### src/rtl/prefetch_pkg.sv
package prefetch_pkg;

  // Strobes issued by the control path to the storage datapath each cycle.
  typedef struct packed {
    logic push;   // write fillData into the tail slot
    logic pop;    // release the head slot
    logic clear;  // drop everything
  } fifoStrobes_t;

endpackage

### src/rtl/fetch_ctrl.sv
module fetch_ctrl
  import prefetch_pkg::*;
#(
  parameter int DEPTH = 2
) (
  input  logic         clk,
  input  logic         rstN,
  input  logic         clrI,
  input  logic         fetchGnt,
  input  logic         fillValid,
  input  logic         headReady,
  output logic         fetchReq,
  output logic         fillReady,
  output logic         headValid,
  output fifoStrobes_t strobes
);

  localparam int CNT_W = $clog2(DEPTH + 1);
  localparam int SUM_W = CNT_W + 1;
  localparam logic [CNT_W-1:0] FULL_CNT = CNT_W'(DEPTH);

  logic [CNT_W-1:0] occCnt;
  logic [CNT_W-1:0] pendCnt;
  logic [SUM_W-1:0] inFlight;
  logic             doPush;
  logic             doPop;
  logic             granted;

  assign fillReady = (occCnt != FULL_CNT);
  assign headValid = (occCnt != '0);
  assign inFlight  = SUM_W'(occCnt) + SUM_W'(pendCnt);
  assign fetchReq  = fillReady && (pendCnt < FULL_CNT) && (inFlight < SUM_W'(DEPTH));

  assign doPush  = fillValid && fillReady && !clrI;
  assign doPop   = headValid && headReady && !clrI;
  assign granted = fetchReq && fetchGnt;

  assign strobes.push  = doPush;
  assign strobes.pop   = doPop;
  assign strobes.clear = clrI;

  // Occupancy tracking
  always_ff @(posedge clk or negedge rstN) begin
    if (!rstN) begin
      occCnt <= '0;
    end else if (clrI) begin
      occCnt <= '0;
    end else begin
      case ({doPush, doPop})
        2'b10:   occCnt <= occCnt + CNT_W'(1);
        2'b01:   occCnt <= occCnt - CNT_W'(1);
        default: occCnt <= occCnt;
      endcase
    end
  end

  // Outstanding grant counter: granted requests not yet delivered
  always_ff @(posedge clk or negedge rstN) begin
    if (!rstN) begin
      pendCnt <= '0;
    end else if (clrI) begin
      pendCnt <= '0;
    end else if (granted && !doPush) begin
      pendCnt <= pendCnt + CNT_W'(1);
    end else if (doPush && !granted && (pendCnt != '0)) begin
      pendCnt <= pendCnt - CNT_W'(1);
    end
  end

  // granted slots plus stored bytes never exceed storage
  a_r3_no_overrun: assert property (@(posedge clk) disable iff (!rstN)
    (SUM_W'(occCnt) + SUM_W'(pendCnt)) <= SUM_W'(DEPTH));

  // a lone grant raises the outstanding count
  a_r4_grant_counts: assert property (@(posedge clk) disable iff (!rstN)
    (fetchReq && fetchGnt && !(fillValid && fillReady) && !clrI)
    |=> (pendCnt == $past(pendCnt) + CNT_W'(1)));

  // clear leaves the FIFO empty and requesting
  a_r8_clear_empties: assert property (@(posedge clk) disable iff (!rstN)
    clrI |=> (!headValid && fetchReq));

  // simultaneous push and pop keep the occupancy
  a_r9_push_pop_same: assert property (@(posedge clk) disable iff (!rstN)
    (doPush && doPop) |=> (occCnt == $past(occCnt)));

endmodule

### src/rtl/fifo_store.sv
module fifo_store
  import prefetch_pkg::*;
#(
  parameter int DEPTH = 2,
  parameter int WIDTH = 8
) (
  input  logic             clk,
  input  logic             rstN,
  input  fifoStrobes_t     strobes,
  input  logic [WIDTH-1:0] fillData,
  output logic [WIDTH-1:0] headData
);

  localparam int PTR_W = (DEPTH > 1) ? $clog2(DEPTH) : 1;
  localparam logic [PTR_W-1:0] LAST_SLOT = PTR_W'(DEPTH - 1);

  logic [WIDTH-1:0] slots [DEPTH];
  logic [PTR_W-1:0] wrPtr;
  logic [PTR_W-1:0] rdPtr;

  function automatic logic [PTR_W-1:0] nextPtr(input logic [PTR_W-1:0] p);
    return (p == LAST_SLOT) ? '0 : p + PTR_W'(1);
  endfunction

  always_ff @(posedge clk or negedge rstN) begin
    if (!rstN) begin
      wrPtr <= '0;
      rdPtr <= '0;
    end else if (strobes.clear) begin
      wrPtr <= '0;
      rdPtr <= '0;
    end else begin
      if (strobes.push) wrPtr <= nextPtr(wrPtr);
      if (strobes.pop)  rdPtr <= nextPtr(rdPtr);
    end
  end

  for (genvar i = 0; i < DEPTH; i++) begin : g_slot
    logic wrEn;
    assign wrEn = strobes.push && (wrPtr == PTR_W'(i));
    always_ff @(posedge clk or negedge rstN) begin
      if (!rstN) begin
        slots[i] <= '0;
      end else if (wrEn) begin
        slots[i] <= fillData;
      end
    end
  end

  assign headData = slots[rdPtr];

endmodule

### src/rtl/prefetch_fifo.sv
module prefetch_fifo
  import prefetch_pkg::*;
#(
  parameter int DEPTH = 2,
  parameter int WIDTH = 8
) (
  input  logic             clk,
  input  logic             rstN,
  input  logic             clrI,
  output logic             fetchReq,
  input  logic             fetchGnt,
  input  logic             fillValid,
  input  logic [WIDTH-1:0] fillData,
  output logic             fillReady,
  output logic             headValid,
  output logic [WIDTH-1:0] headData,
  input  logic             headReady
);

  fifoStrobes_t strobes;

  fetch_ctrl #(.DEPTH(DEPTH)) u_ctrl (
    .clk       (clk),
    .rstN      (rstN),
    .clrI      (clrI),
    .fetchGnt  (fetchGnt),
    .fillValid (fillValid),
    .headReady (headReady),
    .fetchReq  (fetchReq),
    .fillReady (fillReady),
    .headValid (headValid),
    .strobes   (strobes)
  );

  fifo_store #(.DEPTH(DEPTH), .WIDTH(WIDTH)) u_store (
    .clk      (clk),
    .rstN     (rstN),
    .strobes  (strobes),
    .fillData (fillData),
    .headData (headData)
  );

  // a stalled head byte stays put
  a_r6_head_hold: assert property (@(posedge clk) disable iff (!rstN)
    (headValid && !headReady && !clrI) |=> (headValid && $stable(headData)));

endmodule

### config.mk
export PLATFORM = sky130hd
export DESIGN_NAME = prefetch_fifo
export DESIGN_NICKNAME = d
export VERILOG_FILES = /design/src/rtl/prefetch_pkg.sv /design/src/rtl/fetch_ctrl.sv /design/src/rtl/fifo_store.sv /design/src/rtl/prefetch_fifo.sv
export SDC_FILE = /design/constraint.sdc
export NUM_CORES = 1
export LEC_CHECK = 0
export CORE_ASPECT_RATIO = 1.75
export CORE_UTILIZATION = 45
export CTS_CLUSTER_SIZE = 40
export DETAILED_ROUTE_END_ITERATION = 6
export PLACE_DENSITY = 0.73
export SETUP_SLACK_MARGIN = 0.02
export SYNTH_ARGS = -nofsm -noshare
export SYNTH_HDL_FRONTEND = slang
export SYNTH_SLANG_ARGS = --single-unit
### constraint.sdc
create_clock -name clk -period 3 [get_ports clk]
set_input_delay 0.45 -clock clk [delete_from_list [all_inputs] [get_ports clk]]
set_output_delay 0.45 -clock clk [all_outputs]
set_load 0.05 [all_outputs]
==> flow_metrics.tcl, run 1 <==
set metrics [dict create \
    status "completed" \
    vdd_drop_max_mv 0.4231 \
    instances_no_fill 130 \
    drv_slew 0 \
    slew_headroom_pct 36.22 \
    synth.avg_cell_area_um2 13.28 \
    cap_violations 0 \
    dieArea_mm2 0.002598 \
    syn-cell-area_mm2 0.001076 \
    grt_pass1_wl_um 3298 \
    power_density_mw_per_mm2 670.2 \
    period_share_pct 96.21 \
    finalClockSkew_ns 0.001489 \
    die_x_um 38.97 \
    viasPerCell 5.531 \
    drc 0 \
    io_pins 25 \
    cts_tree "yes" \
    routed_wl_um 1951 \
    hold_viol_final 0 \
    dp_hpwl_um 1455 \
    cts_setup_buffers 0 \
    clock.fmax_mhz 346.4 \
    netlist_instances 81 \
    hold_buffers 0 \
    critPathCaptureType "primary output" \
    worstSetupEndpoint "fetchReq" \
    die_h_um 66.69 \
    cts_buffer_depth 2 \
    worstSetupPathType "flip-flop to primary output" \
    max_slew.worst_pin.slew_ns 0.9537 \
    ant_nets 0 \
    rsz0062_at_grt "false" \
    syn_nets 96 \
    wire_per_inst_um 15.01 \
    n_antenna_cell 0 \
    worstSetupStartpoint "u_ctrl.occCnt[0]$_DFFE_PN0P_" \
    cp_slowest_cell "clkdlybuf4s50_1" \
    reg2reg_to "u_ctrl.pendCnt[0]$_DFFE_PN0P_" \
    syn2layout_area_growth_pct 28.49 \
    port_buffers 24 \
    r2r_slack_ns 0.71 \
    pre_cts_ws_ns 0.3722 \
    cts_sinks 22 \
    period_needed_ns 2.886 \
    core_area_mm2 0.002273 \
    holdPathStages 1 \
    cp_max_fo 7 \
    cp.required_ns 2.55 \
    start_util_pct 47.33 \
    multi_input_comb_area_um2 515.5 \
    drive_above_1_share_pct 34.29 \
    fin_setup_tns_ns 0 \
    gp_congestion 0.6215 \
    r2r_cells 6 \
    dp.cells 127 \
    fin_util_pct 60.81 \
    cts.repair.resized 0 \
    yosys.cell_types.count 28 \
    vias 719 \
    dr.pass1.iters 2 \
    setup_viol 0 \
    seq_area_um2 550.5 \
    fillerInstances 181 \
    rows 23 \
    hold_class "flip-flop to flip-flop" \
    clkLatencyLatePin_ns 0.25 \
    h-tree-depth 1 \
    cts_buffers 3 \
    grt_pass1_vias 759 \
    fin_ws_ns 0.1136 \
    nets 122 \
    cp-start-kind "flip-flop" \
    reg2reg_from "u_ctrl.occCnt[0]$_DFFE_PN0P_" \
    cp.arrival_ns 2.44 \
    grt_max_degree 23 \
    ys_ff_latch 22 \
    overflow 0 \
    final_cell_mix "24 x mux2_2, 24 x clkdlybuf4s50_1, 22 x dfrtp_1" \
    globalRouteTotalUtil_pct 18.31 \
    p_leak_nw 0.5666 \
    grt_antenna_before_repair 0 \
    path_clk_slew_ns 0.07 \
    yosys_warnings 0 \
    cts-root-buf "clkbuf_8" \
    slowest_delay_ns 0.83 \
    dr.first_iter.drc_count 10 \
    ys_seq_area_share_pct 51.16 \
    crit_chain "and2_1 -> fa_1 -> nor4_2 -> clkdlybuf4s50_1" \
]
## metrics by stage
| step | power, mW | hold WS (ns) | cell area [um^2] |
|---|---|---|---|
| 6_report | 0.9267 | 0.5054 | 1383 |
| 2_1_floorplan | 0.6544 | 0.1544 | 1082 |
| 3_3_place_gp | 0.7495 | 0.4811 | 1341 |
| 4_1_cts | 0.9380 | 0.5115 | 1383 |
| 5_1_grt | 0.9754 | 0.5268 | 1383 |
| 3_5_place_dp | 0.7619 | 0.4946 | 1341 |
## synthesized netlist by cell type, drive strengths merged
master	count	share of area, %
buf	1	0.46
nor3b	1	0.70
nor2b	1	0.81
or4b	1	1.3
mux2	24	25
o21ai	1	0.46
mux2i	1	0.93
nor3	2	2.4
a21oi	2	0.93
inv	1	0.35
clkbuf	2	0.70
nand4b	1	1.4
nand2	3	1.3
and2	1	0.58
xor2	2	1.6
dfrtp	22	51
xnor2	1	0.81
nor2	5	1.7
nor4	1	0.58
nand3b	1	0.70
fa	1	1.9
a311oi	2	1.6
or2	1	0.58
a31oi	1	0.58
nand2b	1	0.58
a211oi	1	0.70
## cell type report
type | count | share of cell area [%]
flip-flops and latches | 22 | 39.82
repair buffers | 24 | 17.38
clock buffers | 3 | 2.986
well taps | 25 | 2.262
multi-input cells | 55 | 37.28
inverters | 1 | 0.2715
## report_power, final
part,switching [mW],total [mW],internal (mW)
Sequential,0.0411,0.405,0.364
Combinational,0.190,0.350,0.160
Clock,0.0824,0.172,0.0892
## how the worst min path moves through the flow
stage                                              end                    startpoint
after floorplan           u_ctrl.occCnt[0]$_DFFE_PN0P_                          rstN
after global placement    u_store.slots[3]$_DFFE_PN0P_  u_store.slots[3]$_DFFE_PN0P_
after detailed placement  u_store.slots[7]$_DFFE_PN0P_  u_store.slots[7]$_DFFE_PN0P_
after CTS                 u_store.slots[7]$_DFFE_PN0P_  u_store.slots[7]$_DFFE_PN0P_
after global routing      u_store.slots[7]$_DFFE_PN0P_  u_store.slots[7]$_DFFE_PN0P_
final                     u_store.slots[7]$_DFFE_PN0P_  u_store.slots[7]$_DFFE_PN0P_
## critical path: cells and delay by family, from the launching register on
| kind | cells | cell delay [ns] |
|---|---|---|
| adders and majority gates | 1 | 0.48 |
| buffers and inverters | 1 | 0.83 |
| DFF | 1 | 0.44 |
| and+or+nand+nor | 2 | 0.44 |
## layer usage
metal	vias to the layer above	global-route usage (%)	part of all wire [%]
li1	341	-	-
met1	359	20.09	40
met2	17	33.13	55
met3	2	2.333	3.4
met4	0	7.759	0.72
met5	-	0	0
## state kept, by name, summed over array words and instances, names as in the netlist
name and cells:
u_ctrl.occCnt 2, u_store.wrPtr 1, u_store.slots 16, u_ctrl.pendCnt 2, u_store.rdPtr 1
## cell families after synthesis
logic type	Yosys count	share of synthesized area, %
muxes	25	26.05
DFF	22	51.16
and+or+nand+nor	19	12.68
AOI/OAI and AO/OA	7	4.303
buffers and inverters	4	1.511
xor gates and xnor gates	3	2.442
adders and majority gates	1	1.861
No activity file was read; power rests on OpenSTA's default activity.
==> run 2, diff against run 1 <==
--- a/config.mk
+++ b/config.mk
@@ -5,11 +5,12 @@
 export SDC_FILE = /design/constraint.sdc
 export NUM_CORES = 1
 export LEC_CHECK = 0
+export ABC_AREA = 1
 export CORE_ASPECT_RATIO = 1.75
 export CORE_UTILIZATION = 45
 export CTS_CLUSTER_SIZE = 40
 export DETAILED_ROUTE_END_ITERATION = 6
-export PLACE_DENSITY = 0.73
+export PLACE_DENSITY = 0.81
 export SETUP_SLACK_MARGIN = 0.02
 export SYNTH_ARGS = -nofsm -noshare
 export SYNTH_HDL_FRONTEND = slang
==> flow_metrics.tcl, run 2 <==
set metrics [dict create \
    cts-root-buf "clkbuf_8" \
    cp_slowest_cell "clkdlybuf4s50_1" \
    hold_buffers 0 \
    h-tree-depth 1 \
    drv_slew 0 \
    grt_antenna_before_repair 0 \
    slew_headroom_pct 36.80 \
    hold_viol_final 0 \
    yosys_warnings 0 \
    finalClockSkew_ns 0.002738 \
    cts_setup_buffers 0 \
    port_buffers 24 \
    largest_register_ffs 16 \
    period_needed_ns 2.822 \
    nets 186 \
    cp.required_ns 2.55 \
    netlist_instances 145 \
    path_clk_slew_ns 0.07 \
    fillerInstances 247 \
    fin_setup_tns_ns 0 \
    n_antenna_cell 0 \
    max_slew.worst_pin.slew_ns 0.9450 \
    fin_util_pct 59.72 \
    cts_buffer_depth 2 \
    ys_seq_area_share_pct 45.13 \
    die_x_um 41.36 \
    synth_edf_count 0 \
    rows 24 \
    clock.fmax_mhz 354.3 \
    reg2reg_from "u_ctrl.pendCnt[0]$_DFFE_PN0P_" \
    core_area_mm2 0.002522 \
    layout_commonest_cell "nand2_1" \
    critPathCaptureType "primary output" \
    io_pins 25 \
    start_util_pct 48.36 \
    cp-start-kind "flip-flop" \
    setup_viol 0 \
    period_share_pct 94.08 \
    synth_commonest_cells "56 x nand2_1, 22 x dfrtp_1, 16 x inv_1, 16 x o21ai_2, 6 x nor2_1" \
    grt_pass1_wl_um 3788 \
    cap_violations 0 \
    cp_top_family "buffers and inverters" \
    async_flop_share_pct 100.0 \
    cts_tree "yes" \
    status "completed" \
    ys_ff_latch 22 \
    cts.repair.resized 0 \
    drc 0 \
    yosys.area.top_type "dfrtp_1" \
    wire_per_inst_um 11.50 \
    cp_max_fo 5 \
    viasPerCell 5.010 \
    largest_register "u_store.slots" \
    die_h_um 70.88 \
    worstSetupPathType "flip-flop to primary output" \
    overflow 0 \
    synth_area_leaders "dfrtp_1 45%, nand2_1 17%, o21ai_2 11%" \
    crit_chain "nand2_1 -> inv_1 -> fa_1 -> nor2_1 -> nand2_1 -> nor2_8 -> clkdlybuf4s50_1" \
    ant_nets 0 \
    cp.arrival_ns 2.37 \
    slowest_delay_ns 0.80 \
    p_leak_nw 0.7770 \
    gp_congestion 0.7185 \
    dp_hpwl_um 1716 \
    synth_top_area_share_pct 45.13 \
    routed_wl_um 2242 \
    yosys.cell_types.count 22 \
    drive_above_1_share_pct 17.75 \
    cts_buffers 3 \
    dr.pass1.iters 4 \
    crit_buf_inv 2 \
    hold_start "u_store.slots[1]$_DFFE_PN0P_" \
    synth_ff_type "dfrtp_1" \
    final_cell_mix "56 x nand2_1, 24 x clkdlybuf4s50_1, 22 x dfrtp_1" \
    cts_sinks 22 \
    syn_nets 160 \
    hold_class "flip-flop to flip-flop" \
    p_total_mw 1.652 \
    grt_pass1_vias 964 \
    rsz0062_at_grt "false" \
    dr.first_iter.drc_count 28 \
    power_density_mw_per_mm2 1097 \
    reg.largest.list "u_store.slots: 16 flops, u_ctrl.occCnt: 2 flops, u_ctrl.pendCnt: 2 flops" \
    vdd_drop_max_mv 0.5539 \
    synth.avg_cell_area_um2 8.413 \
    syn-cell-area_mm2 0.001220 \
    clkLatencyLatePin_ns 0.26 \
    path_common_cell "nand2_1" \
    globalRouteTotalUtil_pct 18.07 \
    synth.most_common_cell "nand2_1" \
    dieArea_mm2 0.002931 \
    worstSetupStartpoint "u_ctrl.pendCnt[0]$_DFFE_PN0P_" \
    vias 977 \
    grt_max_degree 23 \
    syn2layout_area_growth_pct 23.49 \
]
## run 2: changes by cell type in the layout (fill, tap and decap cells not counted), moves of 2 or more
cell / previous run / this run
a311oi_1: 2 / 0
inv_1: 0 / 16
inv_4: 0 / 2
mux2_2: 24 / 0
nand2_1: 2 / 56
nand2_4: 0 / 3
nand3_1: 0 / 2
nand3_2: 0 / 2
nand4_1: 0 / 2
o21ai_0: 1 / 4
o21ai_2: 0 / 16
## run 2: final timing paths
path / endpoint / slack, ns / cells after the start
max: fetchReq / 0.18 / 7
min: u_store.slots[1]$_DFFE_PN0P_ / 0.49 / 2
max reg2reg: u_ctrl.pendCnt[1]$_DFFE_PN0P_ / 1.19 / 11
min reg2reg: u_store.slots[1]$_DFFE_PN0P_ / 0.49 / 2
max in group asynchronous: u_store.slots[10]$_DFFE_PN0P_ / 1.70 / 1
min in group asynchronous: u_store.slots[3]$_DFFE_PN0P_ / 0.72 / 1
## run 2: layer usage
metal  GRT usage [%]  share of wire [%]
met2           31.77                 54
met1           22.20                 42
met4           5.376                1.0
met5               0                  0
met3          0.9404                2.9
## run 2: tightest hold or removal path: stages, from the launching register on
cell,delay [ns]
dfrtp_1,0.34
nand2_1,0.07
o21ai_2,0.05
## run 2: report_power, final
group	internal, mW	leakage (nW)	switching [mW]	total [mW]
Clock	0.0894	0.0216	0.0848	0.174
Combinational	0.332	0.478	0.631	0.962
Sequential	0.423	0.277	0.0922	0.516
Total	0.845	0.777	0.808	1.65
## run 2: layout make-up
type / count / area [um^2] / area share, %
Multi-Input combinational cell: 100 / 561.8 / 37.29
Sequential cell: 22 / 550.5 / 36.54
Timing Repair Buffer: 24 / 240.2 / 15.95
Inverter: 20 / 80.08 / 5.316
Clock buffer: 3 / 41.29 / 2.741
Tap cell: 26 / 32.53 / 2.159
## run 2: through the flow
step / worst slack (ns) / instance area (um^2) / hold WS (ns) / cells
global route: 0.06000 / 1506 / 0.5018 / 195
floorplan: 1.174 / 1220 / 0.1544 / 145
finish: 0.1777 / 1506 / 0.4854 / 195
detailed placement: 0.4439 / 1465 / 0.4682 / 192
global placement: 0.4869 / 1465 / 0.4646 / 192
CTS: 0.1694 / 1506 / 0.4868 / 195
## run 2: cells by family after synthesis
logic type	after synthesis	synth area share [%]
AO/OA/AOI/OAI	24	14.77
XOR/XNOR	1	0.7181
adder cells (fa/ha/maj)	1	1.641
buffers and inverters	23	8.819
flip-flops	22	45.13
AND/OR/NAND/NOR	74	28.92
